### src/rtl/bgp_pkg.sv
package bgp_pkg;

   localparam int HS_CODE_W    = 4;
   localparam int PB_CODE_W    = 3;
   localparam int HS_SHIFT_W   = 4;
   localparam int PB_SHIFT_W   = 3;
   localparam int HS_MAX_SHIFT = 9;
   localparam int PB_MAX_SHIFT = 4;
   localparam int FIELD_STRIDE = 4;
   localparam int HS_CODE_LSB  = 0;
   localparam int PB_CODE_LSB  = 4;

   function automatic int hs_dis_lsb(input int npb);
      return PB_CODE_LSB + FIELD_STRIDE * npb;
   endfunction

   function automatic int pb_dis_lsb(input int nhs, input int npb);
      return hs_dis_lsb(npb) + FIELD_STRIDE * ((nhs + FIELD_STRIDE - 1) / FIELD_STRIDE);
   endfunction

   function automatic int used_width(input int nhs, input int npb);
      return pb_dis_lsb(nhs, npb) + npb;
   endfunction

   // high-speed code -> log2 of the ratio; 32 is skipped
   function automatic logic [HS_SHIFT_W-1:0] hs_code_shift(input logic [HS_CODE_W-1:0] c);
      logic [HS_SHIFT_W-1:0] s;
      if (!c[3])      s = '0;
      else if (!c[2]) s = {2'b00, c[1:0]} + 4'd1;
      else            s = {1'b0, c[2:0]} + 4'd2;
      return s;
   endfunction

   function automatic logic [PB_SHIFT_W-1:0] pb_code_shift(input logic [PB_CODE_W-1:0] c);
      logic [PB_SHIFT_W-1:0] s;
      if (!c[2]) s = '0;
      else       s = {1'b0, c[1:0]} + 3'd1;
      return s;
   endfunction

endpackage

### src/rtl/bgp_regs.sv
module bgp_regs
   import bgp_pkg::*;
#(
   parameter int DATA_W = 32,
   parameter int NUM_HS = 3,
   parameter int NUM_PB = 3
)(
   input  logic                                   clk,
   input  logic                                   rst_n,
   input  logic                                   wr_en,
   input  logic [DATA_W-1:0]                      wr_data,
   output logic [HS_CODE_W-1:0]                   hs_code,
   output logic [NUM_PB-1:0][PB_CODE_W-1:0]       pb_code,
   output logic [NUM_HS-1:0]                      hs_dis,
   output logic [NUM_PB-1:0]                      pb_dis,
   output logic [DATA_W-1:0]                      rd_data
);
   localparam int HSD_LSB = hs_dis_lsb(NUM_PB);
   localparam int PBD_LSB = pb_dis_lsb(NUM_HS, NUM_PB);
   localparam int USED_W  = used_width(NUM_HS, NUM_PB);

   if (DATA_W < USED_W) begin : g_bad_width
      $error("bgp_regs: DATA_W too small for the field layout");
   end

   always_ff @(posedge clk or negedge rst_n) begin
      if (!rst_n) begin
         hs_code <= '0;
         pb_code <= '0;
         hs_dis  <= '0;
         pb_dis  <= '0;
      end else if (wr_en) begin
         hs_code <= wr_data[HS_CODE_LSB +: HS_CODE_W];
         for (int j = 0; j < NUM_PB; j++)
            pb_code[j] <= wr_data[PB_CODE_LSB + FIELD_STRIDE*j +: PB_CODE_W];
         hs_dis  <= wr_data[HSD_LSB +: NUM_HS];
         pb_dis  <= wr_data[PBD_LSB +: NUM_PB];
      end
   end

   always_comb begin
      rd_data = '0;
      rd_data[HS_CODE_LSB +: HS_CODE_W] = hs_code;
      for (int j = 0; j < NUM_PB; j++)
         rd_data[PB_CODE_LSB + FIELD_STRIDE*j +: PB_CODE_W] = pb_code[j];
      rd_data[HSD_LSB +: NUM_HS] = hs_dis;
      rd_data[PBD_LSB +: NUM_PB] = pb_dis;
   end

endmodule

### src/rtl/bgp_hs_div.sv
module bgp_hs_div #(
   parameter int SHIFT_W   = 4,
   parameter int MAX_SHIFT = 9,
   parameter int CNT_W     = 9
)(
   input  logic               clk,
   input  logic               rst_n,
   input  logic [SHIFT_W-1:0] shift_req,
   output logic               tick,
   output logic               ratio_switch
);
   if (CNT_W < MAX_SHIFT) begin : g_bad_cnt
      $error("bgp_hs_div: counter narrower than the largest ratio");
   end

   logic               run_q;
   logic [CNT_W-1:0]   cnt_q;
   logic [CNT_W-1:0]   lim;
   logic [SHIFT_W-1:0] act_q;

   always_comb lim = CNT_W'((32'd1 << act_q) - 32'd1);

   assign tick         = run_q && (cnt_q == lim);
   assign ratio_switch = tick && (shift_req != act_q);

   always_ff @(posedge clk or negedge rst_n) begin
      if (!rst_n) begin
         run_q <= 1'b0;
         cnt_q <= '0;
         act_q <= '0;
      end else begin
         run_q <= 1'b1;
         if (tick) begin
            cnt_q <= '0;
            act_q <= shift_req;
         end else if (run_q) begin
            cnt_q <= cnt_q + 1'b1;
         end
      end
   end

endmodule

### src/rtl/bgp_pb_div.sv
module bgp_pb_div #(
   parameter int SHIFT_W   = 3,
   parameter int MAX_SHIFT = 4,
   parameter int CNT_W     = 4
)(
   input  logic               clk,
   input  logic               rst_n,
   input  logic               hs_tick,
   input  logic               restart,
   input  logic [SHIFT_W-1:0] shift_req,
   output logic               tick
);
   if (CNT_W < MAX_SHIFT) begin : g_bad_cnt
      $error("bgp_pb_div: counter narrower than the largest ratio");
   end

   logic [CNT_W-1:0]   cnt_q;
   logic [CNT_W-1:0]   lim;
   logic [SHIFT_W-1:0] act_q;

   always_comb lim = CNT_W'((32'd1 << act_q) - 32'd1);

   assign tick = hs_tick && (cnt_q == lim);

   always_ff @(posedge clk or negedge rst_n) begin
      if (!rst_n) begin
         cnt_q <= '0;
         act_q <= '0;
      end else if (hs_tick) begin
         if (restart || tick) begin
            cnt_q <= '0;
            act_q <= shift_req;
         end else begin
            cnt_q <= cnt_q + 1'b1;
         end
      end
   end

endmodule

### src/rtl/bgp_top.sv
module bgp_top
   import bgp_pkg::*;
#(
   parameter int DATA_W    = 32,
   parameter int NUM_HS    = 3,
   parameter int NUM_PB    = 3,
   parameter int WDG_BUS   = 0,
   parameter bit HAS_WDG   = 1'b1
)(
   input  logic              clk,
   input  logic              rst_n,
   input  logic              cfg_we,
   input  logic [DATA_W-1:0] cfg_wdata,
   output logic [DATA_W-1:0] cfg_rdata,
   output logic [NUM_HS-1:0] hs_en,
   output logic [NUM_PB-1:0] pb_en,
   output logic              wdg_en
);
   localparam int HS_CNT_W = HS_MAX_SHIFT;
   localparam int PB_CNT_W = PB_MAX_SHIFT;

   if (NUM_HS < 1 || NUM_PB < 1) begin : g_bad_count
      $error("bgp_top: need at least one bus of each kind");
   end
   if (WDG_BUS >= NUM_PB) begin : g_bad_wdg
      $error("bgp_top: watchdog tap outside the peripheral buses");
   end

   logic [HS_CODE_W-1:0]             hs_code;
   logic [NUM_PB-1:0][PB_CODE_W-1:0] pb_code;
   logic [NUM_HS-1:0]                hs_dis;
   logic [NUM_PB-1:0]                pb_dis;
   logic                             hs_tick;
   logic                             hs_switch;
   logic [NUM_PB-1:0]                pb_tick;
   logic [HS_SHIFT_W-1:0]            hs_shift;

   bgp_regs #(.DATA_W(DATA_W), .NUM_HS(NUM_HS), .NUM_PB(NUM_PB)) u_regs (
      .clk     (clk),
      .rst_n   (rst_n),
      .wr_en   (cfg_we),
      .wr_data (cfg_wdata),
      .hs_code (hs_code),
      .pb_code (pb_code),
      .hs_dis  (hs_dis),
      .pb_dis  (pb_dis),
      .rd_data (cfg_rdata)
   );

   assign hs_shift = hs_code_shift(hs_code);

   bgp_hs_div #(.SHIFT_W(HS_SHIFT_W), .MAX_SHIFT(HS_MAX_SHIFT), .CNT_W(HS_CNT_W)) u_hs (
      .clk          (clk),
      .rst_n        (rst_n),
      .shift_req    (hs_shift),
      .tick         (hs_tick),
      .ratio_switch (hs_switch)
   );

   for (genvar j = 0; j < NUM_PB; j++) begin : g_pb
      logic [PB_SHIFT_W-1:0] pb_shift;
      assign pb_shift = pb_code_shift(pb_code[j]);
      bgp_pb_div #(.SHIFT_W(PB_SHIFT_W), .MAX_SHIFT(PB_MAX_SHIFT), .CNT_W(PB_CNT_W)) u_div (
         .clk       (clk),
         .rst_n     (rst_n),
         .hs_tick   (hs_tick),
         .restart   (hs_switch),
         .shift_req (pb_shift),
         .tick      (pb_tick[j])
      );
      assign pb_en[j] = pb_tick[j] & ~pb_dis[j];
   end

   for (genvar i = 0; i < NUM_HS; i++) begin : g_hs_gate
      assign hs_en[i] = hs_tick & ~hs_dis[i];
   end

   if (HAS_WDG) begin : g_wdg
      assign wdg_en = pb_tick[WDG_BUS];
   end else begin : g_no_wdg
      assign wdg_en = 1'b0;
   end

endmodule

### config.mk
export PLATFORM = sky130hd
export DESIGN_NAME = bgp_top
export DESIGN_NICKNAME = d
export VERILOG_FILES = /design/src/rtl/bgp_pkg.sv /design/src/rtl/bgp_regs.sv /design/src/rtl/bgp_hs_div.sv /design/src/rtl/bgp_pb_div.sv /design/src/rtl/bgp_top.sv
export SDC_FILE = /design/constraint.sdc
export NUM_CORES = 1
export LEC_CHECK = 0
export BUFFER_PORTS_ARGS = -buffer_cell sky130_fd_sc_hd__buf_4
export CORE_MARGIN = 2
export CORE_UTILIZATION = 45
export DETAILED_ROUTE_END_ITERATION = 10
export GPL_TIMING_DRIVEN = 0
export PLACE_DENSITY = 0.68
export SKIP_CTS_REPAIR_TIMING = 1
export SLEW_MARGIN = 5
export SYNTH_ARGS = -nofsm -noshare
export SYNTH_HDL_FRONTEND = slang
export SYNTH_SLANG_ARGS = --single-unit
### constraint.sdc
create_clock -name clk -period 3.5 [get_ports clk]
set_clock_uncertainty 0.15 [all_clocks]
set_input_delay 0.35 -clock clk [delete_from_list [all_inputs] [get_ports clk]]
set_output_delay 0.35 -clock clk [all_outputs]
set_load 0.01 [all_outputs]
==> impl_metrics.env, run 1 <==
export IMPL_switching_share_pct=42.8
export IMPL_setup_violations=7
export IMPL_start_util_pct=46.6
export IMPL_wl_met3_um=340
export IMPL_dr_total_vias=2646
export IMPL_core_um2=7290
export IMPL_clk_pin_slew_ps=120
export IMPL_synth_cell_types=59
export IMPL_clockBufferDepth=2
export IMPL_seqPwrFrac_pct=30.7
export IMPL_setup_ws_ps=-247
export IMPL_ir_drop_v=0.000325
export IMPL_routedWlPerCell_um=14.6
export IMPL_num_antenna_cells=0
export IMPL_top_layer="met4"
export IMPL_ctsRootBufferMaster="clkbuf_8"
export IMPL_fin_nets=448
export IMPL_clock_sinks=54
export IMPL_seq_area_frac_synth_pct=39.8
export IMPL_max_clock_freq_mhz=267
export IMPL_yosys_warnings=0
export IMPL_cts_buffers=5
export IMPL_synthFlopType="dfrtp_1"
export IMPL_worstPathRequired_ps=3000
export IMPL_leakage_uw=0.00188
export IMPL_die_area_um2=8260
export IMPL_place_congestion=0.821
export IMPL_pwr_share_comb_pct=56.0
export IMPL_grt_setup_unrepaired="true"
export IMPL_critPathKind="register to primary output"
export IMPL_post_place_ws_ps=-204
export IMPL_async_reset_ff_share_pct=100
export IMPL_drive_gt1_share_pct=34.6
export IMPL_drtAntennaViolNets=0
export IMPL_power_frac_clock_pct=13.3
export IMPL_power_density_nw_per_um2=715
export IMPL_crit_arrival_ps=3250
export IMPL_cts_tree="done"
export IMPL_die_y_um=90.9
export IMPL_p_int_uw=1700
export IMPL_dr_pass1_iters=4
export IMPL_endpoint_kind="primary output"
export IMPL_htreeDepth=2
export IMPL_cp_start_kind="register"
export IMPL_place_hpwl_um=5190
export IMPL_io_buffers=46
export IMPL_post_route_drc_count=0
export IMPL_grt_pass1_vias=2549
export IMPL_p_sw_uw=1270
export IMPL_rows=31
export IMPL_antenna_found_initial=0
export IMPL_worst_pin_slew_ps=929
export IMPL_syn_to_final_growth_pct=22.4
export IMPL_synth_edf_count=0
export IMPL_clk_latency_ps=320
export IMPL_status="finished with violations"
export IMPL_met1_length_um=3370
export IMPL_drv_cap=0
export IMPL_syn_area_um2=3400
export IMPL_viasPerCell=5.28
export IMPL_finalHoldViolCount=0
export IMPL_relSlewSlack_pct=37.2
export IMPL_grt_overflow_total=0
export IMPL_violations="negative setup slack"
export IMPL_first_iter_violations=105
export IMPL_ios=74
export IMPL_grt_total_usage_pct=18.0
export IMPL_wirelength_um=7320
export IMPL_grt_max_degree=55
export IMPL_finalMaxSlewViolations=0
export IMPL_grt_pass1_wl_um=12100
export IMPL_period_share_pct=107
export IMPL_worstPathMaxFanout=8
export IMPL_syn_inst=328
export IMPL_synth_seq_cells=54
export IMPL_hold_path_class="primary input to register"
export IMPL_wl_met2_um=3520
export IMPL_die_x_um=90.9
export IMPL_syn_avg_cell_area_um2=10.4
export IMPL_period_minus_slack_ps=3750
export IMPL_utilization_pct=57.0
[path summary, 6_finish.rpt]
check / depth (start not counted) / end / start / slack [ps]
max reg2reg: 9 / g_pb[0].u_div.act_q[0]$_DFFE_PN0P_ / u_hs.act_q[0]$_DFFE_PN0N_ / 230
min in group asynchronous: 2 / u_hs.cnt_q[3]$_DFFE_PN0P_ / rst_n / 460
min: 2 / u_regs.pb_code[4]$_DFFE_PN0P_ / cfg_wdata[9] / 100
max in group asynchronous: 2 / u_hs.act_q[2]$_DFFE_PN0N_ / rst_n / 2240
min reg2reg: 1 / u_regs.pb_code[4]$_DFFE_PN0P_ / u_regs.pb_code[4]$_DFFE_PN0P_ / 410
max: 10 / pb_en[2] / u_hs.act_q[0]$_DFFE_PN0N_ / -250
[final cells by class]
type                       instances  area (um^2)
buffer                            26          195
clock buffer                       5         68.8
clock inverter                     3         28.8
fill                             670         3140
inverter                          10         37.5
multi-input combinational        249         1930
sequential                        54         1350
tap                               99          124
timing repair buffer              55          423
[registers in the layout, summed over array words and instances, names as in the netlist]
| name | cells |
|---|---|
| g_pb.u_div.cnt_q | 12 |
| u_hs.act_q | 4 |
| u_regs.pb_code | 9 |
| u_regs.hs_code | 4 |
| u_regs.hs_dis | 3 |
| u_hs.run_q | 1 |
| u_regs.pb_dis | 3 |
| u_hs.cnt_q | 9 |
| g_pb.u_div.act_q | 9 |
[power groups by stage]
stage,sequential [uW],combinational (uW),clock (uW)
after floorplan,888,1160,0
after global placement,913,1430,0
after detailed placement,921,1470,0
after CTS,907,1480,405
after global routing,934,1850,426
final,912,1660,397
[cells in the final DEF, fill, tap and decap left out, types with 3 or more instances in the layout]
master and n:
nor2_1 20, ha_1 11, xor2_1 10, o2bb2ai_1 3
o211ai_1 4, o21ai_0 16, buf_2 3, and3_1 3
o31ai_1 6, nor2b_1 5, inv_1 10, buf_4 67
buf_6 7, mux2i_1 6, nand3_1 13, dfrtp_1 52
xnor2_1 10, nor3_4 3, nand2_1 20, a21oi_1 4
o41ai_2 3, mux2_2 23, conb_1 14, a22o_1 4
clkbuf_8 5, or4_1 3, nor3_1 7, or3_1 4
nand2b_1 5, mux2_1 3
[through the flow]
stage	instance area [um^2]	instances	hold WS (ps)	total power (uW)	TNS [ps]
after detailed placement	3910	485	309	2390	-513
after CTS	4010	493	-56.6	2790	-3170
after floorplan	3440	340	-95.6	2050	0
final	4160	501	95.0	2970	-1190
after global routing	4160	501	82.4	3210	-1760
after global placement	3910	485	300	2350	-427
[logic make-up after synthesis]
group                    Yosys count  synth area share [%]
multiplexers                      32                  10.4
other                              2                 0.221
flip-flops                        54                  39.8
AO/OA/AOI/OAI                     55                  12.0
adder cells (fa/ha/maj)           12                  4.42
AND/OR/NAND/NOR                  114                  20.2
buffers and inverters             37                  7.00
XOR/XNOR                          22                  5.90
[synthesized netlist by cell type, drive strengths merged, types with 2 or more instances]
master / number / area [um^2]
xor2: 10 / 87.6
inv: 10 / 37.5
o31ai: 6 / 45.0
nand2: 20 / 75.1
mux2: 26 / 293
a22o: 4 / 35.0
a21o: 2 / 15.0
nand2b: 5 / 31.3
nor4b: 2 / 23.8
and4bb: 2 / 25.0
dfrtp: 54 / 1350
or2: 3 / 18.8
or4: 5 / 41.3
a21oi: 4 / 20.0
nor4: 3 / 25.0
clkbuf: 2 / 7.51
nand3: 14 / 70.1
o41ai: 3 / 48.8
nand3b: 2 / 15.0
nand4: 2 / 12.5
and3: 3 / 18.8
nor2: 24 / 97.6
o2bb2ai: 3 / 26.3
mux2i: 6 / 60.1
o211ai: 4 / 30.0
or3: 6 / 37.5
o21ai: 19 / 95.1
nor2b: 5 / 31.3
nor3: 11 / 93.8
ha: 12 / 150
or4bb: 2 / 22.5
a211oi: 2 / 15.0
o211a: 2 / 20.0
conb: 2 / 7.51
and2: 2 / 15.0
xnor2: 12 / 113
buf: 25 / 193
nor4bb: 2 / 20.0
[worst max-delay path, cell delays in order, from the launching register on]
cell	delay, ps
dfrtp_1	430
or4_4	580
ha_4	210
or3_4	370
and2_4	150
o221ai_4	190
nand3_2	90
or3_4	380
buf_6	140
and4bb_1	270
buf_6	110
[layer usage]
layer / global-route usage [%] / up-vias
li1: - / 1297
met1: 23.2 / 1277
met2: 31.0 / 64
met3: 3.84 / 8
met4: 4.42 / 0
met5: 0 / -
Power figures use the tool's default switching activity.
==> inputs of run 2 (changes only) <==
- GPL_TIMING_DRIVEN: 0 -> not set
==> run 2 against run 1 <==
  * The run still ends with negative setup slack left
  * Maximum frequency grew 3.3%
  * Via count shrank 3.3%
  * Critical path depth shrank 1
  * Clock-buffer cell count is the same
  * Sequential power shrank 2%
  * Die area is the same
  * Design area shrank 3.4%
  * Sequential cell count is the same
==> impl_metrics.env, run 2 (same netlist as run 1, synthesis figures left out) <==
export IMPL_status="finished with violations"
export IMPL_violations="negative setup slack"
export IMPL_p_sw_uw=1220
export IMPL_largest_reg_flops=12
export IMPL_fill_cells=679
export IMPL_clk_latency_ps=310
export IMPL_endpoint_kind="primary output"
export IMPL_setup_ws_ps=-128
export IMPL_num_antenna_cells=0
export IMPL_die_area_um2=8260
export IMPL_cp_start_kind="register"
export IMPL_clk_pin_slew_ps=110
export IMPL_r2r_end="g_pb[2].u_div.cnt_q[1]$_DFFE_PN0N_"
export IMPL_rrSetupSlack_ps=220
export IMPL_cts_buffers=5
export IMPL_fin_area_um2=4020
export IMPL_crit_arrival_ps=3130
export IMPL_grt_setup_unrepaired="true"
export IMPL_postPlaceCellArea_um2=3820
export IMPL_antenna_found_initial=0
export IMPL_path_buf_inv=1
export IMPL_cts_tree="done"
export IMPL_viasPerCell=5.31
export IMPL_seqPwrFrac_pct=31.5
export IMPL_relSlewSlack_pct=43.4
export IMPL_grt_pass1_vias=2445
export IMPL_leakage_uw=0.00179
export IMPL_finalMaxSlewViolations=0
export IMPL_regArea_um2=1350
export IMPL_slowest_delay_ps=560
export IMPL_pwr_share_comb_pct=55.3
export IMPL_multi_input_area_um2=1920
export IMPL_drv_cap=0
export IMPL_wirelength_um=6760
export IMPL_dr_pass1_iters=4
export IMPL_hold_path_class="primary input to register"
export IMPL_worstPathMaxFanout=4
export IMPL_core_um2=7290
export IMPL_setup_tns_final_ps=-658
export IMPL_drive_gt1_share_pct=31.1
export IMPL_min_to="u_regs.pb_code[4]$_DFFE_PN0P_"
export IMPL_die_y_um=90.9
export IMPL_ir_drop_v=0.000315
export IMPL_clock_sinks=54
export IMPL_ios=74
export IMPL_worst_path_dominant_cell_family="simple AND/OR/NAND/NOR gates"
export IMPL_worstRegToRegCells=9
export IMPL_grt_total_usage_pct=17.0
export IMPL_power_density_nw_per_um2=708
export IMPL_period_share_pct=104
export IMPL_worstPathRequired_ps=3000
export IMPL_grt_max_degree=55
export IMPL_htreeDepth=2
export IMPL_largest_register="g_pb.u_div.cnt_q"
export IMPL_place_congestion=0.771
export IMPL_ctsRootBufferMaster="clkbuf_8"
export IMPL_p_int_uw=1620
export IMPL_post_place_ws_ps=38.4
export IMPL_worst_pin_slew_ps=837
export IMPL_power_frac_clock_pct=13.2
export IMPL_power_uw=2840
export IMPL_clockBufferDepth=2
export IMPL_rows=31
export IMPL_grt_pass1_wl_um=11600
export IMPL_final_common_cell="buf_4"
export IMPL_switching_share_pct=43.0
export IMPL_place_hpwl_um=4870
export IMPL_routedWlPerCell_um=14.0
export IMPL_setup_violations=7
export IMPL_max_clock_freq_mhz=276
export IMPL_final_cell_mix="buf_4 (57), dfrtp_1 (54), mux2_2 (23)"
export IMPL_period_minus_slack_ps=3630
export IMPL_worstHoldStart="cfg_wdata[9]"
export IMPL_start_util_pct=46.6
export IMPL_io_buffers=47
export IMPL_whs_path_depth=2
export IMPL_crit_chain="or4_4, ha_4, or4_1, o21ai_1, a32oi_2, xnor2_2, or3_4, and4bb_1, buf_6"
export IMPL_post_route_drc_count=0
export IMPL_cp_slowest_cell="or4_4"
export IMPL_fin_nets=429
export IMPL_r2r_start="u_hs.act_q[1]$_DFFE_PN0N_"
export IMPL_dr_total_vias=2559
export IMPL_finalHoldViolCount=0
export IMPL_first_iter_violations=112
export IMPL_die_x_um=90.9
export IMPL_grt_overflow_total=0
export IMPL_critPathKind="register to primary output"
export IMPL_syn_to_final_growth_pct=18.3
export IMPL_drtAntennaViolNets=0
export IMPL_holdWs_ps=109
## run 2: cell types whose count changed in the layout (fill, tap and decap cells not counted), moves of 2 or more
| cell | previous run | this run |
|---|---|---|
| buf_2 | 3 | 0 |
| buf_6 | 7 | 4 |
| buf_4 | 67 | 57 |
| dfrtp_2 | 2 | 0 |
| clkbuf_1 | 2 | 0 |
| dfrtp_1 | 52 | 54 |
## run 2: area by class of cell
cell class                 instances  share of cell area (%)
multi-input combinational        249                    47.9
timing repair buffer              62                    12.0
inverter                          10                   0.935
clock inverter                     3                   0.717
sequential                        54                    33.6
clock buffer                       5                    1.71
tap                               99                    3.08
## run 2: power groups by stage
| stage | Combinational (uW) | Clock (uW) | Sequential, uW |
|---|---|---|---|
| after global routing | 1750 | 421 | 921 |
| final | 1570 | 375 | 896 |
| after CTS | 1480 | 392 | 893 |
| after global placement | 1430 | 0 | 899 |
| after floorplan | 1160 | 0 | 888 |
| after detailed placement | 1470 | 0 | 906 |
## run 2: worst max-delay path by stage
stage	from	to	slack (ps)	depth (start not counted)
2_1_floorplan	u_hs.act_q[0]$_DFFE_PN0N_	pb_en[1]	110	10
3_5_place_dp	u_hs.act_q[0]$_DFFE_PN0N_	pb_en[0]	40	10
5_1_grt	u_hs.act_q[1]$_DFFE_PN0N_	pb_en[1]	-260	9
3_3_place_gp	u_hs.act_q[0]$_DFFE_PN0N_	pb_en[0]	50	10
6_report	u_hs.act_q[1]$_DFFE_PN0N_	pb_en[1]	-130	9
4_1_cts	u_hs.act_q[0]$_DFFE_PN0N_	pb_en[0]	-330	10
## run 2: metrics by stage
| stage | utilization (%) | std cells |
|---|---|---|
| 2_1_floorplan | - | 340 |
| 3_3_place_gp | 52.4 | 472 |
| 3_5_place_dp | 52.4 | 472 |
| 4_1_cts | 53.7 | 480 |
| 5_1_grt | 55.1 | 482 |
| 6_report | 55.1 | 482 |
## run 2: layer usage
layer	vias up	part of all wire (%)	wire [um]	track usage [%]
li1	1255	-	-	-
met4	0	1.1	77	5.81
met1	1241	48	3270	23.7
met5	-	0	0	0
met2	57	46	3140	26.4
met3	6	4.1	278	3.84
